`src/rtl/hbd_pkg.sv`:
```
package hbd_pkg;

  typedef enum logic [1:0] {
    ST_OPEN  = 2'd0,
    ST_FWD   = 2'd1,
    ST_REV   = 2'd2,
    ST_BRAKE = 2'd3
  } drive_t;

  typedef enum logic [1:0] {
    SIDE_NONE = 2'd0,
    SIDE_HI   = 2'd1,
    SIDE_LO   = 2'd2
  } side_t;

  // Priority: kill (standby/fault) > brake > mode-specific decode.
  function automatic drive_t decode_drive(
    input logic inin_mode,
    input logic pin_a,
    input logic pin_b,
    input logic brk,
    input logic kill
  );
    drive_t r;
    if (kill) begin
      r = ST_OPEN;
    end else if (brk) begin
      r = ST_BRAKE;
    end else if (inin_mode) begin
      case ({pin_a, pin_b})
        2'b10:   r = ST_FWD;
        2'b01:   r = ST_REV;
        2'b11:   r = ST_BRAKE;
        default: r = ST_OPEN;
      endcase
    end else if (!pin_a) begin
      r = ST_OPEN;
    end else begin
      r = pin_b ? ST_REV : ST_FWD;
    end
    return r;
  endfunction

  // Gate request vector ordered {hs_a, ls_a, hs_b, ls_b}.
  function automatic logic [3:0] gate_request(input drive_t s);
    logic [3:0] g;
    case (s)
      ST_FWD:   g = 4'b1001;
      ST_REV:   g = 4'b0110;
      ST_BRAKE: g = 4'b0101;
      default:  g = 4'b0000;
    endcase
    return g;
  endfunction

endpackage

```
`src/rtl/hbd_sync.sv`:
```
module hbd_sync #(
  parameter int W      = 6,
  parameter int STAGES = 2
) (
  input  logic         clk,
  input  logic         rst_n,
  input  logic [W-1:0] d,
  output logic [W-1:0] q
);

  generate
    if (STAGES == 0) begin : g_bypass
      assign q = d;
    end else begin : g_chain
      logic [W-1:0] stage_q [STAGES];
      always_ff @(posedge clk or negedge rst_n) begin
        if (!rst_n) begin
          for (int i = 0; i < STAGES; i++) stage_q[i] <= '0;
        end else begin
          stage_q[0] <= d;
          for (int i = 1; i < STAGES; i++) stage_q[i] <= stage_q[i-1];
        end
      end
      assign q = stage_q[STAGES-1];
    end
  endgenerate

endmodule

```
`src/rtl/hbd_decode.sv`:
```
module hbd_decode
  import hbd_pkg::*;
(
  input  logic       inin_mode,
  input  logic       pin_a,
  input  logic       pin_b,
  input  logic       brk,
  input  logic       pwr_on,
  input  logic       fault,
  output logic       kill,
  output drive_t     state,
  output logic [3:0] gate_req
);

  assign kill     = !pwr_on || fault;
  assign state    = decode_drive(inin_mode, pin_a, pin_b, brk, kill);
  assign gate_req = gate_request(state);

endmodule

```
`src/rtl/hbd_leg.sv`:
```
module hbd_leg
  import hbd_pkg::*;
#(
  parameter int DT_W = 4
) (
  input  logic            clk,
  input  logic            rst_n,
  input  logic [DT_W-1:0] dead_cycles,
  input  logic            req_hi,
  input  logic            req_lo,
  output logic            gate_hi,
  output logic            gate_lo
);

  localparam logic [DT_W-1:0] CNT_MAX = {DT_W{1'b1}};
  localparam logic [DT_W-1:0] CNT_ONE = DT_W'(1);

  side_t           last_q;
  logic [DT_W-1:0] off_cnt_q;

  function automatic logic [DT_W-1:0] sat_inc(input logic [DT_W-1:0] v);
    return (v == CNT_MAX) ? v : v + CNT_ONE;
  endfunction

  // A switch may close at once if the other side was not the last one closed;
  // otherwise the leg must already have been open for dead_cycles cycles.
  function automatic logic may_close(input side_t last, input side_t want,
                                     input logic [DT_W-1:0] cnt,
                                     input logic [DT_W-1:0] dt);
    logic opposite;
    opposite = (last != SIDE_NONE) && (last != want);
    return !opposite || (cnt >= dt);
  endfunction

  logic drop_now;
  logic close_hi;
  logic close_lo;

  assign drop_now = (gate_hi && !req_hi) || (gate_lo && !req_lo);
  assign close_hi = !gate_hi && !gate_lo && req_hi &&
                    may_close(last_q, SIDE_HI, off_cnt_q, dead_cycles);
  assign close_lo = !gate_hi && !gate_lo && req_lo && !req_hi &&
                    may_close(last_q, SIDE_LO, off_cnt_q, dead_cycles);

  always_ff @(posedge clk or negedge rst_n) begin
    if (!rst_n) begin
      gate_hi   <= 1'b0;
      gate_lo   <= 1'b0;
      last_q    <= SIDE_NONE;
      off_cnt_q <= CNT_MAX;
    end else if (drop_now) begin
      gate_hi   <= 1'b0;
      gate_lo   <= 1'b0;
      off_cnt_q <= CNT_ONE;
    end else if (!gate_hi && !gate_lo) begin
      off_cnt_q <= sat_inc(off_cnt_q);
      if (close_hi) begin
        gate_hi <= 1'b1;
        last_q  <= SIDE_HI;
      end else if (close_lo) begin
        gate_lo <= 1'b1;
        last_q  <= SIDE_LO;
      end
    end
  end

endmodule

```
`src/rtl/hbd_mode_decoder.sv`:
```
module hbd_mode_decoder
  import hbd_pkg::*;
#(
  parameter int DT_W        = 4,
  parameter int SYNC_STAGES = 2
) (
  input  logic            clk,
  input  logic            rst_n,
  input  logic [DT_W-1:0] dead_cycles,
  input  logic            mode_sel,
  input  logic            ctl_a,
  input  logic            ctl_b,
  input  logic            brake,
  input  logic            pwr_on,
  input  logic            fault,
  output logic            hs_a,
  output logic            ls_a,
  output logic            hs_b,
  output logic            ls_b
);

  localparam int PIN_W = 6;
  localparam int LEGS  = 2;

  logic [PIN_W-1:0] pins_raw;
  logic [PIN_W-1:0] pins_s;
  logic             mode_s, a_s, b_s, brake_s, pwr_s, fault_s;
  logic             kill_s;
  drive_t           dec_state;
  logic [3:0]       gate_req;
  logic [LEGS-1:0]  leg_req_hi, leg_req_lo, leg_hi, leg_lo;

  assign pins_raw = {mode_sel, ctl_a, ctl_b, brake, pwr_on, fault};

  hbd_sync #(.W(PIN_W), .STAGES(SYNC_STAGES)) sync_i (
    .clk   (clk),
    .rst_n (rst_n),
    .d     (pins_raw),
    .q     (pins_s)
  );

  assign {mode_s, a_s, b_s, brake_s, pwr_s, fault_s} = pins_s;

  hbd_decode dec_i (
    .inin_mode (mode_s),
    .pin_a     (a_s),
    .pin_b     (b_s),
    .brk       (brake_s),
    .pwr_on    (pwr_s),
    .fault     (fault_s),
    .kill      (kill_s),
    .state     (dec_state),
    .gate_req  (gate_req)
  );

  // Leg 0 = A takes request bits [3:2], leg 1 = B takes [1:0].
  assign leg_req_hi = {gate_req[1], gate_req[3]};
  assign leg_req_lo = {gate_req[0], gate_req[2]};

  generate
    for (genvar g = 0; g < LEGS; g++) begin : g_leg
      hbd_leg #(.DT_W(DT_W)) leg_i (
        .clk         (clk),
        .rst_n       (rst_n),
        .dead_cycles (dead_cycles),
        .req_hi      (leg_req_hi[g]),
        .req_lo      (leg_req_lo[g]),
        .gate_hi     (leg_hi[g]),
        .gate_lo     (leg_lo[g])
      );
    end
  endgenerate

  assign hs_a = leg_hi[0];
  assign ls_a = leg_lo[0];
  assign hs_b = leg_hi[1];
  assign ls_b = leg_lo[1];

endmodule

```
`config.mk`:
```
export PLATFORM = sky130hd
export DESIGN_NAME = hbd_mode_decoder
export DESIGN_NICKNAME = d
export VERILOG_FILES = /design/src/rtl/hbd_pkg.sv /design/src/rtl/hbd_sync.sv /design/src/rtl/hbd_decode.sv /design/src/rtl/hbd_leg.sv /design/src/rtl/hbd_mode_decoder.sv
export SDC_FILE = /design/constraint.sdc
export NUM_CORES = 1
export LEC_CHECK = 0
export ABC_AREA = 1
export BUFFER_PORTS_ARGS = -buffer_cell sky130_fd_sc_hd__buf_2
export CORE_MARGIN = 8
export CORE_UTILIZATION = 47
export CTS_BUF_LIST = sky130_fd_sc_hd__clkbuf_2 sky130_fd_sc_hd__clkbuf_4 sky130_fd_sc_hd__clkbuf_8
export CTS_CLUSTER_DIAMETER = 120
export DETAILED_ROUTE_END_ITERATION = 8
export PLACE_DENSITY_LB_ADDON = 0.25
export SYNTH_ARGS = -nofsm -noshare
export SYNTH_HDL_FRONTEND = slang
export SYNTH_SLANG_ARGS = --single-unit
```
`constraint.sdc`:
```
create_clock -name clk -period 1.4 [get_ports clk]
set_input_delay 0.14 -clock clk [delete_from_list [all_inputs] [get_ports clk]]
set_output_delay 0.14 -clock clk [all_outputs]
set_load 0.01 [all_outputs]
```
==> metrics.cfg, run 1 <==
[sta]
relSlewSlack = 0.594
finalCritPeriodShare = 1.04
whs_ps = 323
finalHoldViolCount = 0
fmax_mhz = 686
rsz0062_at_grt = yes
skew_ps = 11.2
worst_pin_slew_ps = 609
finalSetupViolCount = 7
maxSlewViolCount = 0
layout_setup_ws_ps = -57.1
period_needed_ps = 1460

[worst_setup_path]
r2r_slack_ps = -60
cpLargestDelayFamily = flip-flops
crit_type = flop to flop
crit_path_max_fanout = 3
worst-path-buf-inv = 2
crit_path_top_delay_cell = dfstp_2
start_kind = flop
critPathMaxStageDelay_ps = 580
arrival_ps = 1700
crit_required_ps = 1640
worst_setup_path_end_kind = flop
path_cells = ha_4 -> nand2_2 -> inv_2 -> nand2_2 -> nand4_1 -> nand2_1 -> inv_2 -> o21bai_1

[floorplanning]
io_pins = 16
fp.dieArea_um2 = 5080
die_width_um = 71.3
initial_core_util = 0.483
rows = 20
die_h_um = 71.3
core_um2 = 2980

[clocking]
cts_tree = yes
root_buffer = clkbuf_4
insertion_delay_ps = 340
cts.sinks = 28
htree_levels = 1
clk_path_buf_depth = 2
cts.clk_slew.worst_paths_ps = 160
cts_inserted_buffers = 3

[layout]
utilization = 0.658
fin_area_um2 = 1960
num_antenna_cells = 0
nets = 221
synthToLayoutAreaGrowth_pct = 36.4
drive_gt1_frac = 0.515

[logic_synthesis]
seq_area_frac_synth = 0.494
yosys_warnings = 0
syn_inst = 159
synth-main-ff-cell = dfrtp_1
ys_types = 20
yosysTopAreaCell = dfrtp_1
yosysMostFrequentCell = nand2_1
synth_top_area_frac = 0.348
synth_top_family_by_area = simple AND/OR/NAND/NOR gates
synth_common_cells = 28 x nand2_1, 25 x inv_1, 20 x dfrtp_1
synth_edf_count = 0
syn-mean-instance-area_um2 = 9.04
synthArstFlopShare = 1.00
ys_ff_latch = 28
synth-adder-area-share = 0.0870
synth_fp_nets = 181
synth_compound_area_frac = 0.0688
synthXorXnorAreaFrac = 0.0244
synthesis.area_um2 = 1440
synthTopCellsByArea = dfrtp_1 35%, dfstp_2 15%, ha_1 8.7%
synthSimpleGateAreaFrac = 0.245
synth.area.mux_share = 0

[place]
postPlaceCellArea_um2 = 1640
place_ws_ps = -84.1
dpl.hpwl_mm = 1.99
gp_congestion = 0.811
place.port_buffers = 15

[power_and_ir_drop]
ir_worst_vdd_v = 0.000817
p_per_area_nw_per_um2 = 1920
power_mw = 3.76
leakage_nw = 0.950

[flow_run]
maxCapViolations = 0

[detailed_routing]
drtIter0Drc = 44
totalWireLength_mm = 3.00
vias = 1158
viasPerCell = 5.01
ant_nets = 0
wl_per_cell_um = 13.0
drt_first_pass_iters = 4
drc = 0

[global_routing]
antenna_found_initial = 0
grt_overflow_total = 0
grt_usage = 0.125
busiest_layer = met2
grt_max_degree = 29
grt_pass1_wl_mm = 5.11
grt_pass1_vias = 1251
met3_usage = 0.0251
met1_usage = 0.131
grtUsageMet2 = 0.236

[run_status]
outcome = finished, violations left
violations = negative setup slack

[worst_hold_path]
hold_path_class = input pin to async pin

[cell type report]
type                            instances  area [µm²]
Inverter                               31         116
Multi-Input combinational cell        100         797
Sequential cell                        28         711
Clock buffer                            3        22.5
Clock inverter                          1        30.0
Timing Repair Buffer                   35         243
Fill cell                             226        1020
Tap cell                               33        41.3
[power by group]
part	leakage, nW	switching, mW	internal, mW	total, mW
logic	0.598	1.01	0.930	1.94
registers	0.323	0.186	1.10	1.28
clock network	0.0279	0.250	0.290	0.540
[state kept, by name, indices dropped and copies added, names as in the netlist]
| signal | flops |
|---|---|
| g_leg.leg_i.gate_lo | 2 |
| g_leg.leg_i.gate_hi | 2 |
| sync_i.g_chain.stage_q | 6 |
| g_leg.leg_i.off_cnt_q | 8 |
| sync_i.q | 6 |
| g_leg.leg_i.last_q | 4 |
[cell families after synthesis]
logic type,after synthesis
AND/OR/NAND/NOR,72
buffers and inverters,31
AO/OA/AOI/OAI,14
XOR/XNOR,4
adder cells (fa/ha/maj),10
flip-flops,28
[final timing paths]
path	to	start	depth (start not counted)
worst max-delay path	g_leg[1].leg_i.last_q[1]$_DFFE_PN0P_	g_leg[1].leg_i.off_cnt_q[3]$_DFFE_PN1P_	8
worst min-delay path	g_leg[1].leg_i.last_q[0]$_DFFE_PN0P_	rst_n	2
worst max register to register	g_leg[1].leg_i.last_q[1]$_DFFE_PN0P_	g_leg[1].leg_i.off_cnt_q[3]$_DFFE_PN1P_	8
worst min register to register	sync_i.q[2]$_DFF_PN0_	sync_i.g_chain.stage_q[8]$_DFF_PN0_	0
max in group asynchronous	sync_i.q[5]$_DFF_PN0_	rst_n	2
min in group clk	sync_i.q[2]$_DFF_PN0_	sync_i.g_chain.stage_q[8]$_DFF_PN0_	0
[worst reg2reg max path, stage by stage, from the launching register on]
cell      delay [ps]
dfstp_2          580
ha_4             200
nand2_2           80
inv_2             50
nand2_2           80
nand4_1           90
nand2_1           90
inv_2             50
o21bai_1         150
[metrics by stage]
step	std cells	TNS [ps]
floorplan	159	0
global placement	215	-258
detailed placement	215	-434
CTS	230	-79.0
global route	231	-1040
finish	231	-164
[placed cells by master, fill, tap and decap left out, types with 5 or more instances in the layout]
| cell type | n |
|---|---|
| buf_2 | 15 |
| dlygate4sd3_1 | 7 |
| buf_4 | 13 |
| nor2_1 | 13 |
| nand4_1 | 10 |
| nand2_1 | 15 |
| dfstp_2 | 8 |
| inv_2 | 13 |
| inv_1 | 18 |
| a21oi_2 | 7 |
| ha_4 | 9 |
| nand2_2 | 20 |
| dfrtp_1 | 20 |
| nor2_2 | 5 |
[per-layer routing]
layer  vias to the layer above  wire (µm)  share of wire
met5                         -          0              0
met4                         0         29         0.0097
met3                         4        100          0.033
met2                        23       1580           0.53
met1                       547       1280           0.43
li1                        584          -              -
[timing repair]
action / CTS / global route
setup endpoints to repair: 9 / 13
endpoints found under the hold margin: 26 / 0
pin swaps: 13 / 14
hold buffers: 7 / 0
buffers inserted: 4 / 1
resized for setup: 16 / 20
(Power assumes the default switching activity.)
==> inputs of run 2 (changes only) <==
clock period = 1.7 ns   (was 1.4 ns; I/O delays follow)
==> run 2 against run 1 <==
Effect of this change:
- the flow now finishes without violations
- clock-buffer cell count increased by 1
- utilization decreased by 10 points
- worst hold slack improved by 40 ps
- critical path depth decreased by 1
- combinational power decreased by 49%
- critical endpoint is now g_leg[1].leg_i.gate_lo$_DFFE_PN0P_
==> metrics.cfg, run 2 (synthesized netlist as in run 1, its figures left out) <==
[run_status]
outcome = completed

[layout]
instances_no_fill = 218  ; -5.6%
num_antenna_cells = 0  ; unchanged
final_common_cell = nand2_1
utilization = 0.558  ; -0.101
largest_reg_flops = 8  ; unchanged
mostFrequentLayoutCells = 28 x nand2_1, 25 x inv_1, 20 x dfrtp_1
synthToLayoutAreaGrowth_pct = 15.5
drive_gt1_frac = 0.286  ; -0.229
nets = 208  ; -5.9%
top_register = g_leg.leg_i.off_cnt_q

[clocking]
cts.sinks = 28  ; unchanged
clk_path_buf_depth = 2  ; unchanged
cts_tree = yes
cts_inserted_buffers = 3  ; unchanged
htree_levels = 1  ; unchanged
cts.clk_slew.worst_paths_ps = 150  ; about the same
insertion_delay_ps = 320  ; -20 ps
root_buffer = clkbuf_4

[worst_setup_path]
critPathMaxStageDelay_ps = 580  ; about the same
arrival_ps = 1790  ; +90 ps
cp-startpoint = g_leg[1].leg_i.off_cnt_q[3]$_DFFE_PN1P_
worst_setup_path_end_kind = flop
regToRegStartpoint = g_leg[1].leg_i.off_cnt_q[3]$_DFFE_PN1P_
crit_type = flop to flop
crit_path_top_delay_cell = dfstp_2
path_cells = ha_1 -> a21oi_1 -> nand4_1 -> nand2_1 -> inv_2 -> nor2_1 -> nor2_2
crit_path_max_fanout = 3  ; unchanged
crit_required_ps = 1930  ; +290 ps
start_kind = flop

[detailed_routing]
ant_nets = 0  ; unchanged
drc = 0  ; unchanged
drt_first_pass_iters = 4  ; unchanged
wl_per_cell_um = 11.1  ; -15%
viasPerCell = 4.92  ; -1.9%
totalWireLength_mm = 2.41  ; -20%
vias = 1072  ; -7.4%
drtIter0Drc = 46  ; +4.5%

[floorplanning]
core_um2 = 2980  ; unchanged
io_pins = 16  ; unchanged
initial_core_util = 0.483  ; unchanged
die_h_um = 71.3  ; unchanged
rows = 20  ; unchanged
fp.dieArea_um2 = 5080  ; unchanged
die_width_um = 71.3  ; unchanged

[power_and_ir_drop]
power_mw = 2.37  ; -37%
pwr-share-clk = 0.136  ; -0.007
ir_worst_vdd_v = 0.000665  ; -19%
p_per_area_nw_per_um2 = 1430  ; -25%
switchingPower_mw = 0.926  ; -36%
pwr-share-seq = 0.448  ; +0.107
p_comb_frac = 0.417  ; -0.099
p_int_mw = 1.45  ; -37%
swShare = 0.390  ; +0.00557
leakage_nw = 0.877  ; -7.7%

[sta]
whs_ps = 363  ; +40.4 ps
rsz0062_at_grt = no
fmax_mhz = 641  ; -6.6%
relSlewSlack = 0.600  ; +0.00630
finalCritPeriodShare = 0.918  ; -0.123
period_needed_ps = 1560  ; +103 ps
maxSlewViolCount = 0  ; unchanged
finalHoldViolCount = 0  ; unchanged
fin_setup_tns_ps = 0  ; +164 ps
finalSetupViolCount = 0  ; -7
worst_pin_slew_ps = 599  ; -9.45 ps
skew_ps = 2.56  ; -8.64 ps

[place]
gp_congestion = 0.802  ; -1.1%
dpl.hpwl_mm = 1.86  ; -6.3%
dpl.cell_count = 207  ; -3.7%
place.port_buffers = 15  ; unchanged

[worst_hold_path]
hold_path_class = input pin to async pin

[global_routing]
grt_pass1_wl_mm = 4.23  ; -17%
grt_pass1_vias = 1069  ; -15%
grt_max_degree = 29  ; unchanged
grt_usage = 0.101  ; -0.0238
antenna_found_initial = 0  ; unchanged
grt_overflow_total = 0  ; unchanged

[flow_run]
maxCapViolations = 0  ; unchanged

-- run 2: path summary, 6_finish.rpt --
check                                                       endpoint  depth (start not counted)  slack [ps]
worst max-delay path              g_leg[1].leg_i.gate_lo$_DFFE_PN0P_                          7         140
worst min-delay path              g_leg[0].leg_i.gate_lo$_DFFE_PN0P_                          2         360
worst max register to register    g_leg[1].leg_i.gate_lo$_DFFE_PN0P_                          7         140
worst min register to register                 sync_i.q[3]$_DFF_PN0_                          0         370
max in group asynchronous       g_leg[1].leg_i.last_q[1]$_DFFE_PN0P_                          2         950
min in group clk                               sync_i.q[3]$_DFF_PN0_                          0         370
-- run 2: stage by stage --
step / setup slack, ps / cell area [µm²]
detailed placement: 151 / 1550
global placement: 182 / 1550
floorplan: 249 / 1440
CTS: 129 / 1660
global route: 24.3 / 1660
finish: 139 / 1660
-- run 2: power by group through the flow --
stage	registers [mW]	logic [mW]	clock network, mW
3_3_place_gp	1.07	0.948	0
3_5_place_dp	1.08	0.981	0
5_1_grt	1.09	1.15	0.360
6_report	1.06	0.989	0.322
2_1_floorplan	1.05	0.773	0
4_1_cts	1.06	1.00	0.337
-- run 2: cell type report --
class	instances	area [µm²]
inverters	31	116
flip-flops and latches	28	711
repair buffers	22	145
well taps	33	41.3
multi-input cells	100	611
fillers	264	1320
clock buffers	4	36.3
-- run 2: worst max-delay path, delay by kind of cell (launching register included) --
| kind | cells | cell delay, ps |
|---|---|---|
| buffers and inverters | 1 | 40 |
| AOI/OAI and AO/OA | 1 | 240 |
| and+or+nand+nor | 4 | 350 |
| DFF | 1 | 580 |
| adders and majority gates | 1 | 240 |
-- run 2: metal layers --
metal  vias up  part of all wire  track usage
met5         -                 0            0
met4         0            0.0041       0.0300
met1       499              0.46        0.113
met2        13              0.50        0.181
li1        558                 -            -
met3         2             0.038       0.0279
-- run 2: timing repair --
action,CTS,global route
hold buffers,7,0
endpoints found under the hold margin,26,0
buffers inserted,0,0
gates resized for setup,0,0
==> inputs of run 3 (changes only) <==
clock period = 1.5 ns   (was 1.7 ns; I/O delays follow)
==> run 3 against run 2 <==
Effect of this change:
- cell count is 5.5% higher
- worst hold slack worse by 23 ps
- fmax is 5.4% higher
- sequential cell count stayed put
- clock skew is 3.9 ps higher
- via count is 6.3% higher
- register-to-register slack worse by 120 ps
- largest cell class is now multi-input combinational cells
- largest power group is now combinational cells
==> metrics.cfg, run 3 (synthesized netlist as in run 1, its figures left out) <==
[detailed_routing]
drc = 0  ; unchanged
drt_first_pass_iters = 4  ; unchanged
viasPerCell = 4.96  ; +0.79%
totalWireLength_mm = 2.74  ; +14%
drtIter0Drc = 32  ; -30%
wl_per_cell_um = 11.9  ; +7.7%
vias = 1140  ; +6.3%
ant_nets = 0  ; unchanged

[global_routing]
grt_pass1_vias = 1145  ; +7.1%
grt_overflow_total = 0  ; unchanged
grt_pass1_wl_mm = 4.50  ; +6.4%
grt_usage = 0.107  ; +0.00647
antenna_found_initial = 0  ; unchanged
grt_max_degree = 29  ; unchanged

[clocking]
htree_levels = 1  ; unchanged
cts_tree = yes
insertion_delay_ps = 320  ; about the same
cts_inserted_buffers = 3  ; unchanged
clk_path_buf_depth = 2  ; unchanged
cts.clk_slew.worst_paths_ps = 140  ; about the same
root_buffer = clkbuf_4
cts.sinks = 28  ; unchanged

[sta]
finalHoldViolCount = 0  ; unchanged
layout_setup_ws_ps = 19.1  ; -120 ps
maxSlewViolCount = 0  ; unchanged
fin_setup_tns_ps = 0  ; unchanged
fmax_mhz = 675  ; +5.4%
rsz0062_at_grt = yes
finalCritPeriodShare = 0.987  ; +0.0693
relSlewSlack = 0.605  ; +0.00451
skew_ps = 6.47  ; +3.90 ps
finalSetupViolCount = 0  ; unchanged
worst_pin_slew_ps = 593  ; -6.76 ps
period_needed_ps = 1480  ; -79.6 ps

[floorplanning]
initial_core_util = 0.483  ; unchanged
io_pins = 16  ; unchanged
die_width_um = 71.3  ; unchanged
die_h_um = 71.3  ; unchanged
core_um2 = 2980  ; unchanged
rows = 20  ; unchanged
fp.dieArea_um2 = 5080  ; unchanged

[layout]
num_antenna_cells = 0  ; unchanged
fin_area_um2 = 1870  ; +13%
mostFrequentLayoutCells = 23 x inv_1, 23 x nand2_1, 20 x dfrtp_1
synthToLayoutAreaGrowth_pct = 30.1
top_register = g_leg.leg_i.off_cnt_q
drive_gt1_frac = 0.421  ; +0.135
largest_reg_flops = 8  ; unchanged
nets = 220  ; +5.8%

[place]
place.port_buffers = 15  ; unchanged
dpl.hpwl_mm = 1.95  ; +4.8%
postPlaceCellArea_um2 = 1580  ; +1.4%
gp_congestion = 0.900  ; +12%
place_ws_ps = -54.4  ; -205 ps

[worst_setup_path]
start_kind = flop
crit_path_max_fanout = 4  ; +1
arrival_ps = 1750  ; -40 ps
crit_type = flop to flop
worst_setup_path_end_kind = flop
crit_required_ps = 1760  ; -170 ps

[power_and_ir_drop]
ir_worst_vdd_v = 0.000726  ; +9.2%
p_per_area_nw_per_um2 = 1690  ; +18%
leakage_nw = 0.939  ; +7.0%

[worst_hold_path]
hold_path_class = input pin to async pin

[flow_run]
maxCapViolations = 0  ; unchanged

[run_status]
outcome = completed

[run 3: cell count changes in the layout (fill, tap and decap cells not counted), sizes merged]
| cell | change |
|---|---|
| buf | +12 |
[run 3: area by class of cell]
class,count,area [µm²]
well taps,33,41.3
repair buffers,34,243
flip-flops and latches,28,711
inverters,31,116
fillers,259,1110
multi-input cells,100,723
clock buffers,4,36.3
[run 3: final timing paths]
| path | startpoint | endpoint | slack (ps) | cells after the start |
|---|---|---|---|---|
| worst max-delay path | g_leg[1].leg_i.off_cnt_q[1]$_DFFE_PN1P_ | g_leg[1].leg_i.off_cnt_q[3]$_DFFE_PN1P_ | 20 | 8 |
| worst min-delay path | rst_n | g_leg[0].leg_i.gate_hi$_DFFE_PN0P_ | 340 | 2 |
| worst max register to register | g_leg[1].leg_i.off_cnt_q[1]$_DFFE_PN1P_ | g_leg[1].leg_i.off_cnt_q[3]$_DFFE_PN1P_ | 20 | 8 |
| worst min register to register | sync_i.g_chain.stage_q[6]$_DFF_PN0_ | sync_i.q[0]$_DFF_PN0_ | 370 | 0 |
| max in group asynchronous | rst_n | g_leg[0].leg_i.last_q[1]$_DFFE_PN0P_ | 770 | 2 |
| min in group clk | sync_i.g_chain.stage_q[6]$_DFF_PN0_ | sync_i.q[0]$_DFF_PN0_ | 370 | 0 |
[run 3: through the flow]
step / utilization / hold slack (ps) / std cells / power [mW]
after global routing: 0.628 / 383 / 230 / 3.44
after detailed placement: 0.529 / 189 / 210 / 2.39
after global placement: 0.529 / 189 / 210 / 2.34
after floorplan: - / -146 / 159 / 2.07
after CTS: 0.584 / 350 / 223 / 2.89
final: 0.628 / 340 / 230 / 3.16
[run 3: routing by layer]
layer,track usage,share of wire
met1,0.113,0.45
met2,0.199,0.50
met3,0.0265,0.035
met4,0.0416,0.011
met5,0,0
[run 3: what timing repair did]
item | CTS | global route
hold buffers | 7 | 0
resized for setup | 8 | 14
pin swaps | 4 | 9
endpoints found under the setup margin | 7 | 10
hold endpoints to repair | 26 | 0
buffers inserted | 2 | 7
[run 3: worst max-delay path, stage by stage, from the launching register on]
cell and delay, ps:
dfstp_2 610, buf_6 120, ha_4 130, nand3_1 90, nand2_2 100, inv_2 60
nand4_1 80, xor2_1 180, nor2_1 70
[run 3: power breakdown]
group | switching (mW) | leakage (nW) | total, mW | internal [mW]
logic | 0.839 | 0.594 | 1.60 | 0.766
clock network | 0.209 | 0.0210 | 0.357 | 0.149
registers | 0.174 | 0.323 | 1.20 | 1.02
